## config.mk

```make
export PLATFORM = sky130hd
export DESIGN_NAME = twin_regfile
export DESIGN_NICKNAME = d
export VERILOG_FILES = /design/src/rtl/twin_rf_pkg.sv /design/src/rtl/twin_rf_bank.sv /design/src/rtl/twin_rf_wsteer.sv /design/src/rtl/twin_regfile.sv
export SDC_FILE = /design/constraint.sdc
export NUM_CORES = 2
export LEC_CHECK = 0
export BUFFER_PORTS_ARGS = -buffer_cell sky130_fd_sc_hd__buf_2
export CORE_ASPECT_RATIO = 1.75
export CORE_MARGIN = 1
export CORE_UTILIZATION = 52
export CTS_CLUSTER_SIZE = 10
export DETAILED_ROUTE_END_ITERATION = 10
export PLACE_DENSITY = 0.79
export SLEW_MARGIN = 10
export SYNTH_ARGS = -nofsm -noshare
export SYNTH_HDL_FRONTEND = slang
export SYNTH_SLANG_ARGS = --single-unit
```

## constraint.sdc

```tcl
create_clock -name clk -period 3.84 [get_ports clk]
set_input_delay 1.152 -clock clk [delete_from_list [all_inputs] [get_ports clk]]
set_output_delay 1.152 -clock clk [all_outputs]
set_load 0.005 [all_outputs]
```

## src/rtl/twin_rf_pkg.sv

```systemverilog
// Package: shared types for the step-locked shadow register file.
// Assumes nothing beyond being compiled before the modules that import it.
package twin_rf_pkg;

    typedef enum logic {
        MODE_SINGLE = 1'b0,
        MODE_DUAL   = 1'b1
    } rf_mode_e;

endpackage

```

## src/rtl/twin_rf_bank.sv

```systemverilog
// Module: one copy of the register file (a bank of NREGS words).
// Two combinational read ports, one synchronous write port, synchronous
// active-low clear. Assumes NREGS is a power of two so every address
// decodes to a word.
module twin_rf_bank #(
    parameter int NREGS  = 16,
    parameter int DATA_W = 32,
    localparam int ADDR_W = $clog2(NREGS)
) (
    input  logic              clk,
    input  logic              rst_n,
    input  logic              we,
    input  logic [ADDR_W-1:0] waddr,
    input  logic [DATA_W-1:0] wdata,
    input  logic [ADDR_W-1:0] raddr_a,
    input  logic [ADDR_W-1:0] raddr_b,
    output logic [DATA_W-1:0] rdata_a,
    output logic [DATA_W-1:0] rdata_b
);

    logic [DATA_W-1:0] word [NREGS];

    for (genvar r = 0; r < NREGS; r++) begin : g_word
        logic [DATA_W-1:0] q;

        // Storage of one word: cleared on reset, loaded when addressed.
        always_ff @(posedge clk) begin
            if (!rst_n) begin
                q <= '0;
            end else if (we && (waddr == ADDR_W'(r))) begin
                q <= wdata;
            end
        end

        assign word[r] = q;
    end

    // Read ports see pre-edge contents (read-before-write).
    assign rdata_a = word[raddr_a];
    assign rdata_b = word[raddr_b];

endmodule

```

## src/rtl/twin_rf_wsteer.sv

```systemverilog
// Module: write steering between the primary and shadow banks.
// Single mode: thread 0 writes both banks, thread 1 is dropped.
// Dual mode: thread 0 writes the primary bank, thread 1 the shadow bank.
// Assumes mode is the registered (edge-sampled) mode.
module twin_rf_wsteer
    import twin_rf_pkg::*;
#(
    parameter int ADDR_W = 4,
    parameter int DATA_W = 32
) (
    input  rf_mode_e          mode,
    input  logic              t0_we,
    input  logic [ADDR_W-1:0] t0_waddr,
    input  logic [DATA_W-1:0] t0_wdata,
    input  logic              t1_we,
    input  logic [ADDR_W-1:0] t1_waddr,
    input  logic [DATA_W-1:0] t1_wdata,
    output logic              prim_we,
    output logic [ADDR_W-1:0] prim_waddr,
    output logic [DATA_W-1:0] prim_wdata,
    output logic              shad_we,
    output logic [ADDR_W-1:0] shad_waddr,
    output logic [DATA_W-1:0] shad_wdata
);

    // Primary bank always belongs to thread 0.
    always_comb begin
        prim_we    = t0_we;
        prim_waddr = t0_waddr;
        prim_wdata = t0_wdata;
    end

    // Shadow bank mirrors thread 0 in single mode, belongs to thread 1 in dual.
    always_comb begin
        if (mode == MODE_DUAL) begin
            shad_we    = t1_we;
            shad_waddr = t1_waddr;
            shad_wdata = t1_wdata;
        end else begin
            shad_we    = t0_we;
            shad_waddr = t0_waddr;
            shad_wdata = t0_wdata;
        end
    end

endmodule

```

## src/rtl/twin_regfile.sv

```systemverilog
// Module: step-locked shadow register file (top).
// Holds a primary and a shadow bank. The mode input is sampled on the clock
// edge; writes and reads in a cycle follow the mode held before that edge.
// Assumes the mode controller and any inter-thread data exchange are outside.
module twin_regfile
    import twin_rf_pkg::*;
#(
    parameter int NREGS  = 16,
    parameter int DATA_W = 32,
    localparam int ADDR_W = $clog2(NREGS)
) (
    input  logic              clk,
    input  logic              rst_n,
    input  logic              dual_mode_i,
    input  logic [ADDR_W-1:0] t0_rd_addr_a,
    input  logic [ADDR_W-1:0] t0_rd_addr_b,
    output logic [DATA_W-1:0] t0_rd_data_a,
    output logic [DATA_W-1:0] t0_rd_data_b,
    input  logic              t0_wr_en,
    input  logic [ADDR_W-1:0] t0_wr_addr,
    input  logic [DATA_W-1:0] t0_wr_data,
    input  logic [ADDR_W-1:0] t1_rd_addr_a,
    input  logic [ADDR_W-1:0] t1_rd_addr_b,
    output logic [DATA_W-1:0] t1_rd_data_a,
    output logic [DATA_W-1:0] t1_rd_data_b,
    input  logic              t1_wr_en,
    input  logic [ADDR_W-1:0] t1_wr_addr,
    input  logic [DATA_W-1:0] t1_wr_data
);

    rf_mode_e          mode_q;
    logic              prim_we, shad_we;
    logic [ADDR_W-1:0] prim_waddr, shad_waddr;
    logic [DATA_W-1:0] prim_wdata, shad_wdata;
    logic [DATA_W-1:0] shad_rdata_a, shad_rdata_b;

    // Mode register: takes the requested mode on each edge, single on reset.
    always_ff @(posedge clk) begin
        if (!rst_n) begin
            mode_q <= MODE_SINGLE;
        end else begin
            mode_q <= dual_mode_i ? MODE_DUAL : MODE_SINGLE;
        end
    end

    twin_rf_wsteer #(
        .ADDR_W (ADDR_W),
        .DATA_W (DATA_W)
    ) i_wsteer (
        .mode       (mode_q),
        .t0_we      (t0_wr_en),
        .t0_waddr   (t0_wr_addr),
        .t0_wdata   (t0_wr_data),
        .t1_we      (t1_wr_en),
        .t1_waddr   (t1_wr_addr),
        .t1_wdata   (t1_wr_data),
        .prim_we    (prim_we),
        .prim_waddr (prim_waddr),
        .prim_wdata (prim_wdata),
        .shad_we    (shad_we),
        .shad_waddr (shad_waddr),
        .shad_wdata (shad_wdata)
    );

    twin_rf_bank #(
        .NREGS  (NREGS),
        .DATA_W (DATA_W)
    ) i_primary (
        .clk     (clk),
        .rst_n   (rst_n),
        .we      (prim_we),
        .waddr   (prim_waddr),
        .wdata   (prim_wdata),
        .raddr_a (t0_rd_addr_a),
        .raddr_b (t0_rd_addr_b),
        .rdata_a (t0_rd_data_a),
        .rdata_b (t0_rd_data_b)
    );

    twin_rf_bank #(
        .NREGS  (NREGS),
        .DATA_W (DATA_W)
    ) i_shadow (
        .clk     (clk),
        .rst_n   (rst_n),
        .we      (shad_we),
        .waddr   (shad_waddr),
        .wdata   (shad_wdata),
        .raddr_a (t1_rd_addr_a),
        .raddr_b (t1_rd_addr_b),
        .rdata_a (shad_rdata_a),
        .rdata_b (shad_rdata_b)
    );

    // Thread 1 read outputs: shadow contents in dual mode, hidden otherwise.
    always_comb begin
        if (mode_q == MODE_DUAL) begin
            t1_rd_data_a = shad_rdata_a;
            t1_rd_data_b = shad_rdata_b;
        end else begin
            t1_rd_data_a = '0;
            t1_rd_data_b = '0;
        end
    end

endmodule

```

-- Word level (Yosys, flattened, before mapping)
Index checks and enable logic that the tools add are counted.
- add/sub/neg operators: 0
- multiply operators: 0
- divide/modulo/power cells: 0
- $lt $le $gt $ge: 4
- equal/unequal tests: 30
- shifts and indexed selects: 0
- multiplexer cells: 18
- bitwise operators: 4
- reduce and logical (&&, ||, !) cells: 34
- operator list (cell ; count):
    32-bit binary-select mux with 4-bit select ; 4
    32-bit two-way mux ; 11
    4-bit == test, second input constant ; 16
    4-bit by 3-bit == test with 1-bit output, second input constant ; 8
    1-bit logical AND ; 32
    5-bit greater-or-equal comparator, second input constant ; 4
    4-bit inverter with 5-bit output ; 4
    4-bit by 2-bit == test with 1-bit output, second input constant ; 4
    4-bit by 1-bit == test with 1-bit output, second input constant ; 2
    4-bit zero test ; 2
    4-bit two-way mux ; 1
    1-bit two-way mux ; 2
- flip-flop bits (word level): 1025
- bits in latches: 0
- RAM bits: 0
- bits in read-only memories: 0
- output and inout port bits: 128
- memories kept: 0

-- Depth between registers and ports, before layout
- depth in word-level cells: 5
- depth in mapped cells: 9
- depth with buffers taken out: 4

-- Hierarchy
A second synthesis with hierarchy kept.
- cells, all modules: 6052
- area total of the unflattened synthesis: 58014.4 um^2
- by module, submodules not included (module ; instances ; cells an instance ; area each (um^2)):
    twin_rf_bank ; 2 ; 2951 ; 28299.6
    twin_rf_wsteer ; 1 ; 78 ; 878.3
    twin_regfile ; 1 ; 72 ; 536.8

-- Worst setup path before layout
OpenSTA, ideal clock, no wires.
- kind: in2out
- start: input port t1_rd_addr_b[2]
- end: output port t1_rd_data_b[10]
- data arrival time: 2.497 ns
- data required time: 2.688 ns
- setup slack: 0.191 ns
- stages: 6
- path buffers: 3
- cells stage by stage: clkbuf_1 buf_2 clkbuf_1 mux4_2 o21ai_0 nand2_1
- longest elaborated chain between the ends: 5
- RTL lines (what ; line ; RTL):
    from (decl) ; twin_regfile.sv:23 ; input logic [ADDR_W-1:0] t1_rd_addr_b,
    4-bit inverter with 5-bit output (implied by the code) ; twin_rf_bank.sv:40 ; assign rdata_b = word[raddr_b];
    32-bit binary-select mux with 4-bit select ; twin_rf_bank.sv:40 ;
    32-bit two-way mux (implied by the code) (2 in a row) ; twin_rf_bank.sv:40 ;
    32-bit two-way mux ; twin_regfile.sv:97 ; if (mode_q == MODE_DUAL) begin
    to (decl) ; twin_regfile.sv:25 ; output logic [DATA_W-1:0] t1_rd_data_b,
Every way passes these cells. The select of a mux whose other input is x is not followed.

-- Worst setup path after layout
- start: input port t0_rd_addr_b[0]
- end: output port t0_rd_data_b[1]
- longest elaborated chain between the ends: 4
- RTL lines (what ; line ; RTL):
    from (decl) ; twin_regfile.sv:16 ; input logic [ADDR_W-1:0] t0_rd_addr_b,
    4-bit inverter with 5-bit output (implied by the code) ; twin_rf_bank.sv:40 ;
    32-bit binary-select mux with 4-bit select ; twin_rf_bank.sv:40 ;
    32-bit two-way mux (implied by the code) (2 in a row) ; twin_rf_bank.sv:40 ;
    to (decl) ; twin_regfile.sv:18 ; output logic [DATA_W-1:0] t0_rd_data_b,
Every way passes these cells. The select of a mux whose other input is x is not followed.

==> summary.md <==
* 280000 microns — wire length of the first global-routing pass
* 26.0% — net switching share of the total power
* 20.3% — share of layout cells above drive strength 1
* 0.0170 W — design internal power
* 0% — adder-cell share of the synthesized area
* 0.0518 sq mm — summed instance area of the synthesized netlist
* finished, violations left — status
* negative setup slack — violations in the final reports
* 5687 — DR iter-0 viols
* output pin — kind of capture point of the worst setup path
* 420 microns — Die Y
* 6893 — Placed Cells
* 36.9% — aggregate global-route resource usage
* 3 — maximum level of the CTS H-tree
* 37 — Distinct cells, synth
* 11.4% — relative contribution of combinational cells to total power
* 5752 — post-synth net total
* 112 — number of CTS-inserted buffers
* yes — unrepaired setup endpoints after global routing
* 7045 — Finished Layout Cells
* 22.1% — mux share of post-synthesis cell area
* 41.1% — clock share of power
* 0 — CTS Hold Buffers Added
* 0.0561 sq mm — post-place instance area
* 1025 — flip-flop and latch count after synthesis
* nand2_1 (1199), dfxtp_1 (1024), nand3_1 (521) — commonest non-fill, non-tap cells in the layout
* -0.0261 ns — total negative setup slack
* 6.78 — per-cell via count in the routed design
* 0 — maximum capacitance violations
* 152 — number of rows in the core area
* input pin — kind of start point of the critical path
* reg -> reg — type of the most critical hold path
* i_primary.g_word[3].q[25] — startpoint of the most critical hold path
* 0.00595 W — net switching power figure
* 100% — portion of the clock cycle consumed by the worst path in the final layout
* 1.10 ns — Least-Margin Pin Slew
* 6 — detailed-routing iteration count for the pre-antenna-repair pass
* 0 — number of enable-type register cells in the synthesized netlist
* 221 — I/O pin count
* 0% — share of synthesized registers carrying an async set or reset
* 1025 — sinks on the clock net
* 0 — total gr overflow
* 5659 — Synth Instances
* 189000 microns — DRT Wirelength
* 20 — number of antenna violations at the first check in global routing
* 39.6% — sequential cell area fraction in the yosys report
* 47.6% — part of the power in registers
* 220 — number of port buffers
* 7971 — FILL cells
* 0.942 — global placement routability congestion
* 0.73 ns — clock insertion delay at the later pin of the skew report
* 0.466 ns — Hold Slack
* 0 — Slew Viols, Final
* -0.0158 ns — smallest setup slack after layout
* 3 — clk buf depth
* 5811 — final net count
* 122000 microns — post-DP HPWL
* 0.0119 ns — worst clock skew
* 52.7% — initial core utilization
* 0 — number of warnings issued by yosys
* 259 MHz — Fmax
* 0 — Fin. Hold Viols
* 18.7% — compound-cell area share of the yosys netlist
* 47700 — number of vias in the routed layout
* 2.70 ns — CP arrival
* 15.3% — synthesis-to-finish area growth
* 241 microns — Die Span X
* t0_rd_addr_b[0] — launch point of the worst path
* 0% — share of the synthesized netlist area taken by xor and xnor gates
* multiplexers — main combinational cell family by area after synthesis
* 0.0983 sq mm — Placeable Area
* 7 — maximum fanout encountered on the critical timing path
* 26.6% — Slew Limit Headroom
* 0 — # DRC
* in -> out — type of the setup path with the least slack
* 384 mW/mm^2 — power per standard cell area
* dfxtp_1 — flip-flop cell with the highest count after synthesis
* 9.16 sq um — synthesized area divided by synthesized cell count
* 21.5 nW — leakage power figure
* mode_q — r2r startpoint
* 0.000385 V — peak supply drop
* 225 — largest net degree at the start of global routing
* 0 — number of nets still failing antenna checks after routing
* clkbuf_16 — clock root buffer master
* 2.69 ns — worst path required time
* 14.7% — share of synthesized cell area in and, or, nand and nor gates
* 3 — total of endpoints with negative setup slack in the final report
* nand2_1 — most common cell after layout, fill and taps aside
* built — clock tree from TritonCTS
* 47800 — vias in the first global route
* 26.8 microns — routed len/inst
* 0.101 sq mm — Die Area
* 0.05 ns — clk slew on worst S/H paths
* 3.86 ns — Final Critical Period
* 0.0598 sq mm — design area
## worst paths after layout
| check | end | slack, ns | cells after the start |
|---|---|---|---|
| max | t0_rd_data_b[1] | -0.02 | 7 |
| min | i_primary.g_word[3].q[25] | 0.47 | 2 |
| max reg2reg | i_shadow.g_word[1].q[31] | 0.84 | 6 |
| min reg2reg | i_primary.g_word[3].q[25] | 0.47 | 2 |
## final cells by class
class / instances / area, sq um / share of cell area [%]
Inverter: 3 / 11.3 / 0.0188
Clock buffer: 117 / 2890 / 4.83
Tap cell: 1309 / 1640 / 2.74
Multi-Input combinational cell: 4004 / 29400 / 49.2
Clock inverter: 4 / 31.3 / 0.0524
Timing Repair Buffer: 572 / 5220 / 8.74
Sequential cell: 1025 / 20500 / 34.3
Antenna cell: 11 / 27.5 / 0.0461
## synthesized netlist by cell type, types with 2 or more instances
master	n	area share, %
buf_1	43	0.31
clkbuf_1	447	3.2
mux4_2	320	14
inv_1	3	0.022
buf_2	131	1.3
mux2_2	26	0.56
nor3b_1	3	0.043
a21boi_1	24	0.35
o21ai_0	458	4.4
nand2b_1	4	0.048
nor3_2	2	0.039
o21ai_1	113	1.1
buf_6	4	0.087
o211ai_1	21	0.30
nor2b_1	11	0.13
a221oi_1	43	0.73
and2_1	6	0.072
nand3_1	525	5.1
buf_4	2	0.029
nand3b_1	2	0.029
mux2_1	6	0.13
and3b_1	7	0.12
o221ai_2	15	0.43
mux2i_1	384	7.4
nor3_1	3	0.029
a21boi_0	488	7.1
dfxtp_1	1025	40
nor3b_4	2	0.072
nor2_1	18	0.13
nand2_1	1219	8.8
a22oi_1	277	4.0
and3_1	3	0.036
o22ai_1	20	0.24
## cells by family after synthesis
logic type | count (synthesis)
buffers and inverters | 630
muxes | 738
DFF | 1025
and+or+nand+nor | 1806
AOI/OAI and AO/OA | 1460
## state kept, by name (all words and copies together) (netlist names)
signal	flops
i_primary.g_word.q	512
i_shadow.g_word.q	512
mode_q	1
## worst max-delay path, stage by stage
cell and delay [ns]:
buf_12 0.16, buf_4 0.17, buf_4 0.16, mux4_2 0.51
a22oi_1 0.22, nand2_1 0.15, buf_2 0.16
## stage by stage
step	total power, W	utilization (%)	setup slack (ns)
2_1_floorplan	0.0125	-	0.191
3_3_place_gp	0.0135	57.1	-0.0770
3_5_place_dp	0.0136	57.1	-0.0811
4_1_cts	0.0228	60.3	-0.00765
5_1_grt	0.0235	60.7	-0.0221
6_report	0.0229	60.8	-0.0158
## metal layers
metal  share of wire, %  wire (microns)  track usage [%]  vias to the layer above
li1                   -               -                -                    20500
met1                 32           60500             39.8                    22700
met2                 47           89700             60.8                     3350
met3                 11           21700             8.95                     1127
met4                8.9           16900             30.8                       24
met5              0.079             149                0                        -
## power groups by stage
stage | Sequential (W) | Combinational, W | Clock, W
final | 0.0109 | 0.00261 | 0.00942
after global routing | 0.0109 | 0.00269 | 0.00984
after detailed placement | 0.0111 | 0.00245 | 0
after floorplan | 0.0111 | 0.00144 | 0
after global placement | 0.0111 | 0.00242 | 0
after CTS | 0.0109 | 0.00249 | 0.00943
## timing repair
action,in CTS,in global routing
gates resized for setup,29,76
setup endpoints to repair,40,86
buffers inserted,6,9
pin swaps,1,4
gates cloned,1,4
Power figures use the tool's default switching activity.
